[src/rtl/tlb_rand_pkg.sv]
package tlb_rand_pkg;
  localparam int unsigned SEED_W = 32;
  localparam int unsigned CAND_W = 16;
  localparam logic [SEED_W-1:0] LCG_MUL = 32'd314159;
  localparam logic [SEED_W-1:0] LCG_INC = 32'd1;
endpackage

[src/rtl/tlb_lcg_seed.sv]
module tlb_lcg_seed
  import tlb_rand_pkg::*;
(
  input  logic              clk_i,
  input  logic              rst_ni,
  input  logic              adv_i,
  output logic [CAND_W-1:0] cand_o
);
  logic [SEED_W-1:0] seed_q, seed_nxt;

  assign seed_nxt = seed_q * LCG_MUL + LCG_INC;
  assign cand_o   = seed_nxt[SEED_W-1 -: CAND_W];

  always_ff @(posedge clk_i or negedge rst_ni) begin
    if (!rst_ni)    seed_q <= '0;
    else if (adv_i) seed_q <= seed_nxt;
  end

  AST_SEED_FROZEN: assert property (@(posedge clk_i) disable iff (!rst_ni)
    !adv_i |=> $stable(seed_q));
  AST_SEED_LSB_TOGGLE: assert property (@(posedge clk_i) disable iff (!rst_ni)
    adv_i |=> seed_q[0] != $past(seed_q[0]));
endmodule

[src/rtl/tlb_mod_seq.sv]
module tlb_mod_seq #(
  parameter int unsigned DVD_W = 16,
  parameter int unsigned DVS_W = 7,
  localparam int unsigned CNT_W = $clog2(DVD_W + 1)
) (
  input  logic             clk_i,
  input  logic             rst_ni,
  input  logic             start_i,
  input  logic [DVD_W-1:0] dividend_i,
  input  logic [DVS_W-1:0] divisor_i,
  output logic             busy_o,
  output logic             done_o,
  output logic [DVS_W-1:0] rem_o
);
  logic [DVD_W-1:0] dvd_q;
  logic [DVS_W-1:0] dvs_q, rem_q, rem_nxt;
  logic [DVS_W:0]   trial, diff;
  logic [CNT_W-1:0] cnt_q;
  logic             busy_q, done_q;

  // restoring step: shift in next dividend bit, subtract if it fits
  always_comb begin
    trial = {rem_q, dvd_q[DVD_W-1]};
    diff  = trial - {1'b0, dvs_q};
    if (trial >= {1'b0, dvs_q}) rem_nxt = diff[DVS_W-1:0];
    else                        rem_nxt = trial[DVS_W-1:0];
  end

  always_ff @(posedge clk_i or negedge rst_ni) begin
    if (!rst_ni) begin
      dvd_q  <= '0;
      dvs_q  <= '0;
      rem_q  <= '0;
      cnt_q  <= '0;
      busy_q <= 1'b0;
      done_q <= 1'b0;
    end else if (start_i) begin
      dvd_q  <= dividend_i;
      dvs_q  <= divisor_i;
      rem_q  <= '0;
      cnt_q  <= CNT_W'(DVD_W);
      busy_q <= 1'b1;
      done_q <= 1'b0;
    end else if (busy_q) begin
      rem_q  <= rem_nxt;
      dvd_q  <= dvd_q << 1;
      cnt_q  <= cnt_q - CNT_W'(1);
      if (cnt_q == CNT_W'(1)) begin
        busy_q <= 1'b0;
        done_q <= 1'b1;
      end
    end else begin
      done_q <= 1'b0;
    end
  end

  assign busy_o = busy_q;
  assign done_o = done_q;
  assign rem_o  = rem_q;

  AST_REM_BELOW_DVS: assert property (@(posedge clk_i) disable iff (!rst_ni)
    done_q |-> rem_q < dvs_q);
  AST_START_WHEN_IDLE: assert property (@(posedge clk_i) disable iff (!rst_ni)
    start_i |-> !busy_q && !done_q);
  AST_LAST_STEP_DONE: assert property (@(posedge clk_i) disable iff (!rst_ni)
    (busy_q && cnt_q == CNT_W'(1)) |=> done_q && !busy_q);
endmodule

[src/rtl/tlb_rand_idx.sv]
module tlb_rand_idx
  import tlb_rand_pkg::*;
#(
  parameter int unsigned NUM_ENTRIES = 64,
  parameter int unsigned WIRED_W     = 6,
  localparam int unsigned RNG_W      = $clog2(NUM_ENTRIES + 1)
) (
  input  logic               clk_i,
  input  logic               rst_ni,
  input  logic               req_i,
  input  logic [WIRED_W-1:0] lock_i,
  output logic [WIRED_W-1:0] idx_o,
  output logic               valid_o,
  output logic               err_o,
  output logic               busy_o
);
  localparam logic [WIRED_W:0]   ENT_CMP = (WIRED_W+1)'(NUM_ENTRIES);
  localparam logic [RNG_W-1:0]   ENT_R   = RNG_W'(NUM_ENTRIES);
  localparam logic [WIRED_W-1:0] TOP_IDX = WIRED_W'(NUM_ENTRIES - 1);

  logic [CAND_W-1:0]  cand;
  logic [RNG_W-1:0]   divisor, rem;
  logic [WIRED_W-1:0] lock_q, idx_q;
  logic               accept, range_ok, start, div_busy, div_done;
  logic               valid_q, err_q;

  assign busy_o   = div_busy | div_done;
  assign accept   = req_i & ~busy_o;
  assign range_ok = {1'b0, lock_i} < ENT_CMP;
  assign start    = accept & range_ok;
  assign divisor  = ENT_R - RNG_W'(lock_i);

  tlb_lcg_seed u_seed (
    .clk_i  (clk_i),
    .rst_ni (rst_ni),
    .adv_i  (accept),
    .cand_o (cand)
  );

  tlb_mod_seq #(.DVD_W(CAND_W), .DVS_W(RNG_W)) u_mod (
    .clk_i      (clk_i),
    .rst_ni     (rst_ni),
    .start_i    (start),
    .dividend_i (cand),
    .divisor_i  (divisor),
    .busy_o     (div_busy),
    .done_o     (div_done),
    .rem_o      (rem)
  );

  always_ff @(posedge clk_i or negedge rst_ni) begin
    if (!rst_ni) begin
      lock_q  <= '0;
      idx_q   <= '0;
      valid_q <= 1'b0;
      err_q   <= 1'b0;
    end else begin
      valid_q <= 1'b0;
      if (start) lock_q <= lock_i;
      if (div_done) begin
        idx_q   <= lock_q + WIRED_W'(rem);
        err_q   <= 1'b0;
        valid_q <= 1'b1;
      end else if (accept && !range_ok) begin
        idx_q   <= TOP_IDX;
        err_q   <= 1'b1;
        valid_q <= 1'b1;
      end
    end
  end

  assign idx_o   = idx_q;
  assign valid_o = valid_q;
  assign err_o   = err_q;

  AST_IDX_IN_RANGE: assert property (@(posedge clk_i) disable iff (!rst_ni)
    (valid_q && !err_q) |-> (idx_q >= lock_q) && (idx_q <= TOP_IDX));
  AST_ERR_TOP_IDX: assert property (@(posedge clk_i) disable iff (!rst_ni)
    (valid_q && err_q) |-> idx_q == TOP_IDX);
  AST_ERR_NO_BUSY: assert property (@(posedge clk_i) disable iff (!rst_ni)
    (accept && !range_ok) |=> !div_busy);
  AST_RESULT_HOLD: assert property (@(posedge clk_i) disable iff (!rst_ni)
    !valid_q |-> $stable(idx_q) && $stable(err_q));
endmodule

[config.mk]
export PLATFORM = sky130hd
export DESIGN_NAME = tlb_rand_idx
export DESIGN_NICKNAME = d
export VERILOG_FILES = /design/src/rtl/tlb_rand_pkg.sv /design/src/rtl/tlb_lcg_seed.sv /design/src/rtl/tlb_mod_seq.sv /design/src/rtl/tlb_rand_idx.sv
export SDC_FILE = /design/constraint.sdc
export NUM_CORES = 1
export LEC_CHECK = 0
export CORE_MARGIN = 2
export CORE_UTILIZATION = 50
export DETAILED_ROUTE_END_ITERATION = 12
export PLACE_DENSITY = 0.67
export SLEW_MARGIN = 0
export SYNTH_ARGS = -nofsm -noshare
export SYNTH_HDL_FRONTEND = slang
export SYNTH_SLANG_ARGS = --single-unit
export TNS_END_PERCENT = 100
[constraint.sdc]
create_clock -name clk_i -period 5.35 [get_ports clk_i]
set_input_delay 1.605 -clock clk_i [delete_from_list [all_inputs] [get_ports clk_i]]
set_output_delay 1.605 -clock clk_i [all_outputs]
set_load 0.02 [all_outputs]
==> flow_summary.json <==
{
  "outcome": "complete, but fails checks",
  "failed_checks": "negative setup slack",
  "clockRootBuffer": "sky130_fd_sc_hd__clkbuf_16",
  "crit-reg2reg-capture": "u_seed.seed_q[29]",
  "ys_warnings": 0,
  "remaining_drc_errors": 0,
  "worstSetupPathType": "flip-flop to flip-flop",
  "grt-ovfl-total": 0,
  "global_route.usage.met3_pct": 3.96,
  "dominantRegCellSynth": "sky130_fd_sc_hd__dfrtp_1",
  "final_layout_size_suffix_gt1_share_pct": 25.1,
  "fin_crit_sh_pct": 104,
  "finish.net_count": 1753,
  "timing.critical_path.to_type": "flip-flop",
  "top_achievable_clock_speed_mhz": 180,
  "crit_path_start_kind": "flip-flop",
  "setup_tns_ns": -1.77,
  "cts_inserted_buffers": 9,
  "grt_start_max_net_pins": 52,
  "starting_density_pct": 50.5,
  "dp.final_hpwl_um": 23800,
  "timing.critical_path.required_ns": 5.60,
  "timing.hold.ws_ns": 0.487,
  "synth_edf_count": 0,
  "clock_sink_count": 81,
  "drt_first_pass_iters": 5,
  "yosysSeqAreaShare_pct": 17.2,
  "finalWirelength_um": 29800,
  "first_global_vias": 9864,
  "dp_cells": 1670,
  "post-route-worst-setup-slack_ns": -0.215,
  "most_common_library_cell_in_the_layout_ignoring_fill_and_taps": "sky130_fd_sc_hd__inv_1",
  "std_cell_rows": 56,
  "core_area_mm2": 0.0233,
  "timing.critical_path.from": "u_seed.seed_q[9]",
  "share_of_the_core_filled_with_cells_in_the_final_layout_pct": 62.9,
  "timing.final.hold_violations": 0,
  "synthesized_nets": 1577,
  "clkSlewWorstSetupHoldPaths_ns": 0.07,
  "netlist_area_mm2": 0.0118,
  "postSynthAreaPerCell_um2": 9.64,
  "critPathMaxStageDelay_ns": 0.55,
  "slew_worst_pin_ns": 0.938,
  "gr-usage-met1_pct": 33.9,
  "grt-busiest-layer": "met2",
  "synthToLayoutAreaGrowth_pct": 24.5,
  "cts_tree": "built",
  "reg2reg_slack_ns": -0.21,
  "worst_clock_skew_ns": 0.00994,
  "top_level_ports": 18,
  "finalNonFillerCells": 1723,
  "synth-async-reset-ratio_pct": 100,
  "gp_congestion": 0.934,
  "cap_violations": 0,
  "num_vias": 8778,
  "post_cts_hold_buffer_count": 0,
  "worst_setup_path_endpoint": "u_seed.seed_q[29]",
  "maxSlewHeadroom_pct": 37.5,
  "first_pass_grt_wire_length_um": 49300,
  "hold_class": "flip-flop to flip-flop",
  "critical_path_cell_by_cell": "buf_12 -> ha_4 -> inv_2 -> fa_1 -> inv_2 -> fa_2 -> fa_1 -> fa_1 -> inv_1 -> fa_1 -> inv_2 -> ha_4 -> a21o_1 -> a221oi_4 -> o221ai_2 -> a21o_1 -> o21a_1 -> o21ai_2 -> mux2_4 -> o31ai_2",
  "rr_worst_depth": 20,
  "design.die.area_mm2": 0.0248,
  "post_synth_num_cell_types": 58,
  "drt_first_iter_violations": 499,
  "synth-seq-cells": 81,
  "use_met2_pct": 43.6,
  "cts-root-to-sink-buffers": 2,
  "io_buffers": 16,
  "post-route-min-period_ns": 5.56,
  "clock_insertion_delay_worst_skew_ns": 0.35,
  "route.detailed.wl_per_inst_um": 17.3,
  "critical_path.reg2reg.startpoint": "u_seed.seed_q[9]",
  "critPathMostFrequentCell": "sky130_fd_sc_hd__fa_1",
  "die_height_um": 158,
  "grt_setup_unrepaired": "true",
  "drt.antenna.violating_nets": 0,
  "antenna_cells_inserted": 0,
  "setup_violations": 21,
  "report.final.slew_viol_count": 0,
  "htreeDepth": 3,
  "most-common-layout-cells": "sky130_fd_sc_hd__inv_1 (333), sky130_fd_sc_hd__fa_1 (180), sky130_fd_sc_hd__buf_4 (146)",
  "route.detailed.vias_per_inst": 5.09,
  "cp.arrival_ns": 5.82,
  "die_w_um": 158,
  "grtUsageTotal_pct": 26.2,
  "worst-path-max-fanout": 4,
  "number_of_antenna_violations_at_the_first_check_in_global_routing": 0,
  "syn-instance-count": 1223,
  "hp-start": "lock_q[4]",
  "critical_path.slowest_cell": "sky130_fd_sc_hd__fa_1"
}
layout make-up:
cell class	instances	area (um2)
Clock buffer	10	239
Clock inverter	6	97.6
Fill cell	1846	8650
Inverter	372	1410
Multi-Input combinational cell	749	8910
Sequential cell	81	2050
Tap cell	319	399
Timing Repair Buffer	186	1580
sequential cells by signal, summed over array words and instances (netlist names):
signal	cells
u_seed.seed_q	32
u_mod.rem_o	7
valid_o	1
u_mod.done_o	1
idx_o	6
lock_q	6
u_mod.dvs_q	6
u_mod.busy_o	1
u_mod.cnt_q	5
u_mod.dvd_q	16
worst max-delay path, delay by kind of cell (launching register included):
kind,cells,cell delay [ns]
adder cells (fa/ha/maj),7,3.01
AO/OA/AOI/OAI,7,1.37
flip-flops,1,0.44
buffers and inverters,5,0.33
multiplexers,1,0.33
per-stage QoR:
| step | setup WS (ns) | area (um2) |
|---|---|---|
| 2_1_floorplan | -0.0668 | 11800 |
| 3_3_place_gp | -0.447 | 13300 |
| 3_5_place_dp | -0.606 | 13300 |
| 4_1_cts | -0.149 | 14200 |
| 5_1_grt | -0.403 | 14700 |
| 6_report | -0.215 | 14700 |
cell usage after synthesis (2+ instances only):
cell,number,area [um2]
sky130_fd_sc_hd__a211o_1,3,26.3
sky130_fd_sc_hd__a211oi_1,10,75.1
sky130_fd_sc_hd__a21boi_0,2,15.0
sky130_fd_sc_hd__a21o_1,21,158
sky130_fd_sc_hd__a21o_2,2,17.5
sky130_fd_sc_hd__a21oi_1,33,165
sky130_fd_sc_hd__a221oi_1,3,26.3
sky130_fd_sc_hd__a311oi_1,3,26.3
sky130_fd_sc_hd__and2_1,6,37.5
sky130_fd_sc_hd__and3_1,11,68.8
sky130_fd_sc_hd__buf_1,4,15.0
sky130_fd_sc_hd__clkbuf_1,15,56.3
sky130_fd_sc_hd__dfrtp_1,81,2030
sky130_fd_sc_hd__fa_1,184,3680
sky130_fd_sc_hd__ha_1,161,2010
sky130_fd_sc_hd__inv_1,371,1390
sky130_fd_sc_hd__mux2_2,11,124
sky130_fd_sc_hd__mux2i_1,13,130
sky130_fd_sc_hd__nand2_1,62,233
sky130_fd_sc_hd__nand2b_1,3,18.8
sky130_fd_sc_hd__nand3_1,18,90.1
sky130_fd_sc_hd__nand4_1,4,25.0
sky130_fd_sc_hd__nor2_1,24,90.1
sky130_fd_sc_hd__nor2b_1,11,68.8
sky130_fd_sc_hd__nor3_1,7,35.0
sky130_fd_sc_hd__nor3b_1,3,22.5
sky130_fd_sc_hd__nor4_1,4,25.0
sky130_fd_sc_hd__o211ai_1,4,30.0
sky130_fd_sc_hd__o21a_1,2,15.0
sky130_fd_sc_hd__o21ai_0,53,265
sky130_fd_sc_hd__o21ai_2,2,17.5
sky130_fd_sc_hd__o21bai_1,2,15.0
sky130_fd_sc_hd__o22ai_1,2,12.5
sky130_fd_sc_hd__o31ai_1,2,15.0
sky130_fd_sc_hd__or3_1,4,25.0
sky130_fd_sc_hd__xnor2_1,44,385
sky130_fd_sc_hd__xor2_1,17,149
logic make-up after synthesis:
logic type      after synthesis  share of synthesized area, %
buf+inv                     393                          12.6
other cells                   1                        0.0318
xor+xnor                     61                          4.53
fa+ha+maj                   345                          48.3
simple gates                160                          6.46
flops                        81                          17.2
mux                          24                          2.15
compound gates              158                          8.75
worst min-delay path by stage:
| stage | to | slack (ns) | depth (start not counted) |
|---|---|---|---|
| floorplan | valid_o | 0.35 | 0 |
| global placement | lock_q[4] | 0.46 | 2 |
| detailed placement | lock_q[4] | 0.47 | 2 |
| CTS | lock_q[4] | 0.49 | 2 |
| global route | lock_q[4] | 0.51 | 2 |
| finish | lock_q[4] | 0.49 | 2 |
what timing repair did:
item                       in CTS  in global routing
setup endpoints to repair      32                 33
resized for setup              88                 81
pin swaps                      74                 42
buffers inserted               21                 17
per-layer routing:
layer | up-vias | wire length, um | part of all wire, %
met3 | 73 | 1390 | 4.7
met5 | - | 0 | 0
met4 | 0 | 1470 | 4.9
met1 | 4358 | 12600 | 42
met2 | 231 | 14400 | 48
li1 | 4116 | - | -
Power is not shown: default switching activity piles up to over one toggle a cycle in this logic, so the estimate is an artifact.
